==> src/rtl/cfgseq_pkg.sv <==
package cfgseq_pkg;

  typedef enum logic [2:0] {
    ST_PROG  = 3'd0,
    ST_CLEAR = 3'd1,
    ST_WAIT  = 3'd2,
    ST_LOAD  = 3'd3,
    ST_GSR   = 3'd4,
    ST_DONE  = 3'd5
  } cfg_state_t;

  // Counter width for a count that runs 0 .. limit-1.
  function automatic int unsigned cnt_width(input int unsigned limit);
    return (limit > 1) ? $clog2(limit) : 1;
  endfunction

  // True when a counter value is the final one of its range.
  function automatic logic is_final(input int unsigned value, input int unsigned limit);
    return (value + 1) == limit;
  endfunction

  // Next count value: wraps to zero after the final value.
  function automatic int unsigned step_count(input int unsigned value, input int unsigned limit);
    return is_final(value, limit) ? 0 : value + 1;
  endfunction

endpackage

==> src/rtl/cfgseq_counter.sv <==
module cfgseq_counter
  import cfgseq_pkg::*;
#(
  parameter int unsigned LIMIT = 16,
  parameter int unsigned CW    = cnt_width(LIMIT)
) (
  input  logic          clk,
  input  logic          rst_n,
  input  logic          clr,
  input  logic          inc,
  output logic [CW-1:0] count,
  output logic          last
);

  logic [CW-1:0] count_q;

  always_ff @(posedge clk or negedge rst_n) begin
    if (!rst_n) begin
      count_q <= '0;
    end else if (clr) begin
      count_q <= '0;
    end else if (inc) begin
      count_q <= CW'(step_count(int'(count_q), LIMIT));
    end
  end

  assign count = count_q;
  assign last  = is_final(int'(count_q), LIMIT);

  // the count never leaves its range
  p_count_bound_r2: assert property (@(posedge clk) disable iff (!rst_n)
    int'(count_q) < int'(LIMIT));

  // a count that is neither cleared nor stepped holds its value
  p_count_hold_r8: assert property (@(posedge clk) disable iff (!rst_n)
    (!clr && !inc) |=> $stable(count_q));

endmodule

==> src/rtl/cfgseq_fsm.sv <==
module cfgseq_fsm
  import cfgseq_pkg::*;
(
  input  logic clk,
  input  logic rst_n,
  input  logic prog_n,
  input  logic init_n_in,
  input  logic data_valid,
  input  logic clear_last,
  input  logic word_last,
  output logic in_clear,
  output logic in_load,
  output logic accept,
  output logic init_drive_low,
  output logic gsr,
  output logic done
);

  cfg_state_t state_q, state_d;

  // named events for the assertions
  logic ev_prog, ev_clear_end, ev_line_free, ev_load_end;

  assign ev_prog      = !prog_n;
  assign ev_clear_end = (state_q == ST_CLEAR) && clear_last;
  assign ev_line_free = (state_q == ST_WAIT) && init_n_in;
  assign accept       = (state_q == ST_LOAD) && data_valid && prog_n;
  assign ev_load_end  = accept && word_last;

  always_comb begin
    state_d = state_q;
    if (ev_prog) begin
      state_d = ST_PROG;
    end else begin
      unique case (state_q)
        ST_PROG:  state_d = ST_CLEAR;
        ST_CLEAR: if (ev_clear_end) state_d = ST_WAIT;
        ST_WAIT:  if (ev_line_free) state_d = ST_LOAD;
        ST_LOAD:  if (ev_load_end)  state_d = ST_GSR;
        ST_GSR:   state_d = ST_DONE;
        ST_DONE:  state_d = ST_DONE;
        default:  state_d = ST_PROG;
      endcase
    end
  end

  always_ff @(posedge clk or negedge rst_n) begin
    if (!rst_n) state_q <= ST_CLEAR;
    else        state_q <= state_d;
  end

  assign in_clear       = (state_q == ST_CLEAR);
  assign in_load        = (state_q == ST_LOAD);
  assign init_drive_low = (state_q == ST_PROG) || (state_q == ST_CLEAR);
  assign gsr            = (state_q == ST_GSR);
  assign done           = (state_q == ST_DONE);

  // clearing ends in the waiting phase unless a program request intervenes
  p_clear_to_wait_r2: assert property (@(posedge clk) disable iff (!rst_n)
    (ev_clear_end && prog_n) |=> (state_q == ST_WAIT));

  // a line held low keeps the block out of loading
  p_held_line_waits_r3: assert property (@(posedge clk) disable iff (!rst_n)
    (state_q == ST_WAIT && !init_n_in) |=> (state_q == ST_WAIT || state_q == ST_PROG));

  // the set/reset pulse lasts one cycle
  p_gsr_single_r5: assert property (@(posedge clk) disable iff (!rst_n)
    gsr |=> !gsr);

  // done rises only right after the set/reset pulse
  p_done_after_gsr_r6: assert property (@(posedge clk) disable iff (!rst_n)
    $rose(done) |-> $past(gsr));

  // done holds until a program request
  p_done_holds_r6: assert property (@(posedge clk) disable iff (!rst_n)
    (done && prog_n) |=> done);

  // a program request drops done and pulls the line low
  p_prog_restarts_r7: assert property (@(posedge clk) disable iff (!rst_n)
    ev_prog |=> (init_drive_low && !done && !gsr));

  // no word is taken unless the line is free and no request is active
  p_accept_gated_r8: assert property (@(posedge clk) disable iff (!rst_n)
    accept |-> (!init_drive_low && !done && !gsr && prog_n));

endmodule

==> src/rtl/cfgseq_top.sv <==
module cfgseq_top
  import cfgseq_pkg::*;
#(
  parameter int unsigned CLEAR_CYCLES = 64,
  parameter int unsigned LOAD_WORDS   = 256,
  parameter int unsigned DATA_W       = 32,
  localparam int unsigned AW          = cnt_width(LOAD_WORDS),
  localparam int unsigned TW          = cnt_width(CLEAR_CYCLES)
) (
  input  logic              clk,
  input  logic              rst_n,
  input  logic              prog_n,
  input  logic              init_n_in,
  output logic              init_drive_low,
  input  logic              data_valid,
  input  logic [DATA_W-1:0] data_word,
  output logic              cfg_we,
  output logic [AW-1:0]     cfg_addr,
  output logic [DATA_W-1:0] cfg_data,
  output logic              gsr,
  output logic              done
);

  logic          in_clear, in_load, accept;
  logic          clear_last, word_last;
  logic [TW-1:0] clear_cnt;
  logic [AW-1:0] word_cnt;

  cfgseq_fsm u_fsm (
    .clk            (clk),
    .rst_n          (rst_n),
    .prog_n         (prog_n),
    .init_n_in      (init_n_in),
    .data_valid     (data_valid),
    .clear_last     (clear_last),
    .word_last      (word_last),
    .in_clear       (in_clear),
    .in_load        (in_load),
    .accept         (accept),
    .init_drive_low (init_drive_low),
    .gsr            (gsr),
    .done           (done)
  );

  cfgseq_counter #(.LIMIT(CLEAR_CYCLES), .CW(TW)) u_clear_timer (
    .clk   (clk),
    .rst_n (rst_n),
    .clr   (!in_clear),
    .inc   (in_clear),
    .count (clear_cnt),
    .last  (clear_last)
  );

  cfgseq_counter #(.LIMIT(LOAD_WORDS), .CW(AW)) u_word_count (
    .clk   (clk),
    .rst_n (rst_n),
    .clr   (!in_load),
    .inc   (accept),
    .count (word_cnt),
    .last  (word_last)
  );

  assign cfg_we   = accept;
  assign cfg_addr = word_cnt;
  assign cfg_data = data_word;

  // the clear timer is at rest whenever the line is not driven low
  p_clear_timer_idle_r2: assert property (@(posedge clk) disable iff (!rst_n)
    !init_drive_low |-> (clear_cnt == '0));

  // loading starts with the first address
  p_first_addr_r4: assert property (@(posedge clk) disable iff (!rst_n)
    $rose(in_load) |-> (cfg_addr == '0));

endmodule

==> config.mk <==
export PLATFORM = sky130hd
export DESIGN_NAME = cfgseq_top
export DESIGN_NICKNAME = d
export VERILOG_FILES = /design/src/rtl/cfgseq_pkg.sv /design/src/rtl/cfgseq_counter.sv /design/src/rtl/cfgseq_fsm.sv /design/src/rtl/cfgseq_top.sv
export SDC_FILE = /design/constraint.sdc
export NUM_CORES = 1
export LEC_CHECK = 0
export BUFFER_PORTS_ARGS = -buffer_cell sky130_fd_sc_hd__buf_2
export CAP_MARGIN = 40
export CORE_MARGIN = 1.5
export CORE_UTILIZATION = 26
export CTS_BUF_LIST = sky130_fd_sc_hd__clkbuf_4 sky130_fd_sc_hd__clkbuf_8 sky130_fd_sc_hd__clkbuf_16
export CTS_CLUSTER_SIZE = 14
export DETAILED_ROUTE_END_ITERATION = 10
export GPL_TIMING_DRIVEN = 0
export SYNTH_ARGS = -nofsm -noshare
export SYNTH_HDL_FRONTEND = slang
export SYNTH_SLANG_ARGS = --single-unit
==> constraint.sdc <==
create_clock -name clk -period 1.7 [get_ports clk]
set_input_delay 0.255 -clock clk [delete_from_list [all_inputs] [get_ports clk]]
set_output_delay 0.255 -clock clk [all_outputs]
set_load 0.005 [all_outputs]
======== Yosys cells after proc, flatten, opt, wreduce, memory -nomap -nowiden ========
Index checks and enable logic that the tools add are counted.
cells by class
  $add $sub $neg .......................... 2
  equality and inequality tests ........... 11
  reductions and logical operators ........ 9
  mux-type cells .......................... 10
operators by type and width
  operator             count
  $mux 8               3
  $pmux 3 s5           1
  $mux 3               4
  $mux 6               2
  $add 8x1->9 const B  1
  $eq 9x9->1 const B   1
  $ne 3x2->1 const B   3
  $add 6x1->7 const B  1
  $eq 7x7->1 const B   1
  $eq 3x2->1 const B   2
  $eq 3x3->1 const B   2
  $logic_and 1x1->1    5
  $eq 3x1->1 const B   1
  $logic_not 3->1      1
  $reduce_and 3->1     1
  $ne 2x1->1 const B   1
  $reduce_or 2->1      1
  $logic_or 1x1->1     1
word-level totals
  input port bits ......................... 37
  register bits ........................... 17
  logic and storage cells ................. 35

======== Depth between registers and ports, before layout ========
  depth after elaboration ................. 7
  mapped depth ............................ 5
  gate-level depth less buffers ........... 5

======== Cells and area by module ========
From an unflattened synthesis, not the netlist that was laid out.
unflattened totals
  cells, all modules ...................... 123
  area, all modules ....................... 1128.6 sq um
modules (own cells, without submodules)
  module                          cells each  times used  area each (sq um)  sequential area each (sq um)
  cfgseq_counter (u_word_count)   41          1           415.4              200.2
  cfgseq_counter (u_clear_timer)  27          1           284.0              150.1
  cfgseq_top                      34          1           247.7              0.0
  cfgseq_fsm                      21          1           181.4              76.3

======== Worst setup path before layout ========
OpenSTA, ideal clock, no wires.
  path type ............................... flip-flop to flip-flop
  from .................................... reg u_word_count.count_q[0], in the netlist u_word_count.count[0]
  to ...................................... reg u_fsm.state_q[1]
  setup time .............................. 0.124 ns
  path slack .............................. 0.341 ns
  arrival ................................. 1.235 ns
  stages on the path, launching flop included .. 6
  cell sequence ........................... dfrtp_1 ha_1 nand4_1 nor4_2 nor3b_2 a211o_1
on the way
  cells in the longest elaborated chain, start to end .. 5
ends and longest elaborated chain
  item                               line                  RTL
  from (decl)                        cfgseq_counter.sv:15  logic [CW-1:0] count_q;
  from (signal assigned)             cfgseq_counter.sv:23  count_q <= CW'(step_count(int'(count_q), LIMIT));
  $add 8x1->9                        cfgseq_pkg.sv:19      return (value + 1) == limit;
  $eq 9x9->1                         cfgseq_pkg.sv:19
  $logic_and 1x1->1                  cfgseq_fsm.sv:28      assign ev_load_end = accept && word_last;
  $ne 3x2->1 (no source line)        n/a
  $reduce_and 3->1 (no source line)  n/a
  to (signal assigned)               cfgseq_fsm.sv:49      else state_q <= state_d;
  to (decl)                          cfgseq_fsm.sv:19      cfg_state_t state_q, state_d;
No other way between the ends.
A chain may end at the register's enable or synchronous reset.

======== Worst setup path in the final report ========
  from .................................... reg u_fsm.state_q[0]
  to ...................................... out cfg_we
on the way
  cells in the longest elaborated chain, start to end .. 3
ends and longest elaborated chain
  item                             line              RTL
  $eq 3x2->1                       cfgseq_fsm.sv:27  assign accept = (state_q == ST_LOAD) && data_valid && prog_n;
  $logic_and 1x1->1 (2 in series)  cfgseq_fsm.sv:27
  to (decl)                        cfgseq_top.sv:17  output logic cfg_we,
No other way between the ends.

==> impl_metrics.tcl <==
set metrics [dict create \
    synth_ff_type "dfrtp_1" \
    grt.overflow.total 0 \
    route.detailed.drc 0 \
    wl_per_cell_um 10.5 \
    crit_required_ns 1.44 \
    r2r_cells 5 \
    synth.cell_area_sq_um 1110 \
    initial_core_util_pct 27.3 \
    numCtsBuffers 3 \
    finalCriticalPeriod_ns 1.53 \
    netlist_instances 120 \
    avgSynthCellArea_sq_um 9.24 \
    maxSlewHeadroom_pct 74.9 \
    p_leak_nw 0.773 \
    port_buffers 47 \
    ir_drop_mv 0.292 \
    clock_sinks 17 \
    synth_fp_nets 160 \
    rsz0062_at_grt "false" \
    row_count 23 \
    worstSetupEndpointType "primary output" \
    cts_buffer_depth 2 \
    gp_congestion 0.722 \
    yosys_warnings 0 \
    powerDensity_nw_per_um2 577 \
    start_kind "register" \
    grt_pass1_vias 771 \
    antenna_left 0 \
    async_reset_ff_share_pct 100 \
    cts-htree-levels 1 \
    hpwl_mm 1.80 \
    cts-root-buf "clkbuf_8" \
    ys_types 30 \
    worstSkewPairLatency_ns 0.25 \
    syn_to_final_growth_pct 34.3 \
    synth_edf_count 0 \
    ys_ff_latch 17 \
    coreArea_sq_um 4060 \
    antenna_cells 0 \
    final_hold_viol_count 0 \
    io-pin-count 81 \
    hp-start "prog_n" \
    grtUsageTotal_pct 10.1 \
    yosys.area.top_type "dfrtp_1" \
    period_share_pct 90.0 \
    drive_above_1_share_pct 54.3 \
    path_class "register to primary output" \
    postLayoutCellArea_sq_um 1490 \
    drv_slew 0 \
    grt_max_degree 18 \
    min_to "u_fsm.state_q[0]" \
    crit_arrival_ns 1.27 \
    antenna_found_initial 0 \
    seq_area_frac_synth_pct 38.5 \
    synthTopCellsByArea "dfrtp_1 36%, buf_4 22%, nor2_1 4.1%" \
    reg2reg_slack_ns 0.23 \
    vias_per_cell 4.20 \
    grt_pass1_wl_mm 3.47 \
    post-synth-top-count-cell "buf_4" \
    synth_common_cells "33 x buf_4, 16 x dfrtp_1, 12 x nor2_1" \
    cap_violations 0 \
    setup_viol 0 \
    clock.fmax_mhz 654 \
    cts_tree "built" \
    die_h_um 68.3 \
    synth_top_area_share_pct 36.1 \
    die_area_sq_um 4660 \
    r2r-start "u_fsm.state_q[0]" \
    max_slew.worst_pin.slew_ns 0.377 \
    holdWs_ns 0.282 \
    die_x_um 68.3 \
    route.vias.total 937 \
    timing.rr.end "u_fsm.state_q[2]" \
    status "completed" \
    wl_mm 2.34 \
    place_area_sq_um 1410 \
    tns_ns 0 \
    clkTransAtPathRegs_ns 0.06 \
    layout.nets 214 \
    drtIter0Drc 48 \
    min_path_cells 2 \
    dr.pass1.iters 3 \
    clock_skew_ns 0.00140 \
    hold_path.class "primary input to register" \
    crit_fanout 3 \
]
==> where the power goes <==
group / switching (W) / internal (W) / total (W) / leakage, nW
Clock: 0.000137 / 0.000162 / 0.000299 / 0.0255
Sequential: 0.00000749 / 0.000413 / 0.000420 / 0.232
Combinational: 0.0000500 / 0.0000891 / 0.000139 / 0.516
==> worst max path at each step <==
stage	start	end	cells after the start
final	u_fsm.state_q[0]	cfg_we	4
after global routing	u_fsm.state_q[0]	cfg_we	4
after CTS	u_fsm.state_q[1]	cfg_we	5
after detailed placement	u_fsm.state_q[0]	cfg_we	5
after global placement	u_fsm.state_q[0]	cfg_we	5
after floorplan	u_word_count.count[0]	u_fsm.state_q[1]	5
==> layout by cell type (no fill, tap or decap), types with 4 or more instances in the layout <==
cell	Yosys	final
or3_1	4	4
nor2_1	12	11
o21ai_0	5	5
xor2_1	5	5
buf_2	1	47
buf_4	33	36
nand3_1	7	7
a21oi_1	5	5
dfrtp_1	16	16
==> critical path, cell delays in order, from the launching register on <==
cell and delay [ns]:
dfstp_2 0.53, nor2b_4 0.17, nand2_2 0.09, nor2_2 0.12, buf_2 0.12
==> cell families (layout without fill, tap and decap cells) <==
| group | Yosys count | after routing | synth area share (%) |
|---|---|---|---|
| and+or+nand+nor | 42 | 42 | 21.6 |
| buffers and inverters | 37 | 90 | 23.8 |
| DFF | 17 | 17 | 38.5 |
| AOI/OAI and AO/OA | 14 | 14 | 7.22 |
| xor gates and xnor gates | 7 | 7 | 5.53 |
| adders and majority gates | 3 | 3 | 3.39 |
==> metrics by stage <==
stage / setup slack (ns) / total power, W / std cells / utilization, %
2_1_floorplan: 0.341 / 0.000510 / 120 / -
3_3_place_gp: 0.106 / 0.000563 / 217 / 34.7
3_5_place_dp: 0.0952 / 0.000565 / 217 / 34.7
4_1_cts: 0.0117 / 0.000875 / 224 / 36.8
5_1_grt: 0.0595 / 0.000916 / 223 / 36.7
6_report: 0.171 / 0.000859 / 223 / 36.7
==> repair_timing <==
action | in CTS | in global routing
resized for setup | 4 | 2
setup buffers | 2 | 1
setup endpoints to repair | 1 | 1
hold buffers | 1 | 0
hold endpoints to repair | 16 | 0
==> sequential cells by signal (all words and copies together), names as in the netlist <==
name,flops
u_clear_timer.count,6
u_fsm.state_q,3
u_word_count.count,8
==> routing by layer <==
metal | wire length (um) | vias up | GRT usage (%)
met3 | 224 | 2 | 3.78
li1 | - | 479 | -
met4 | 21 | 0 | 3.00
met5 | 0 | - | 0
met2 | 1040 | 53 | 15.8
met1 | 1050 | 403 | 13.0
==> layout make-up <==
| type | instances | area, sq um |
|---|---|---|
| fill | 429 | 2570 |
| multi-input combinational | 66 | 430 |
| sequential | 17 | 427 |
| timing repair buffer | 51 | 268 |
| buffer | 33 | 248 |
| tap | 50 | 62.6 |
| clock buffer | 3 | 41.3 |
| inverter | 2 | 7.51 |
| clock inverter | 1 | 5.00 |
Power figures use the tool's default switching activity.
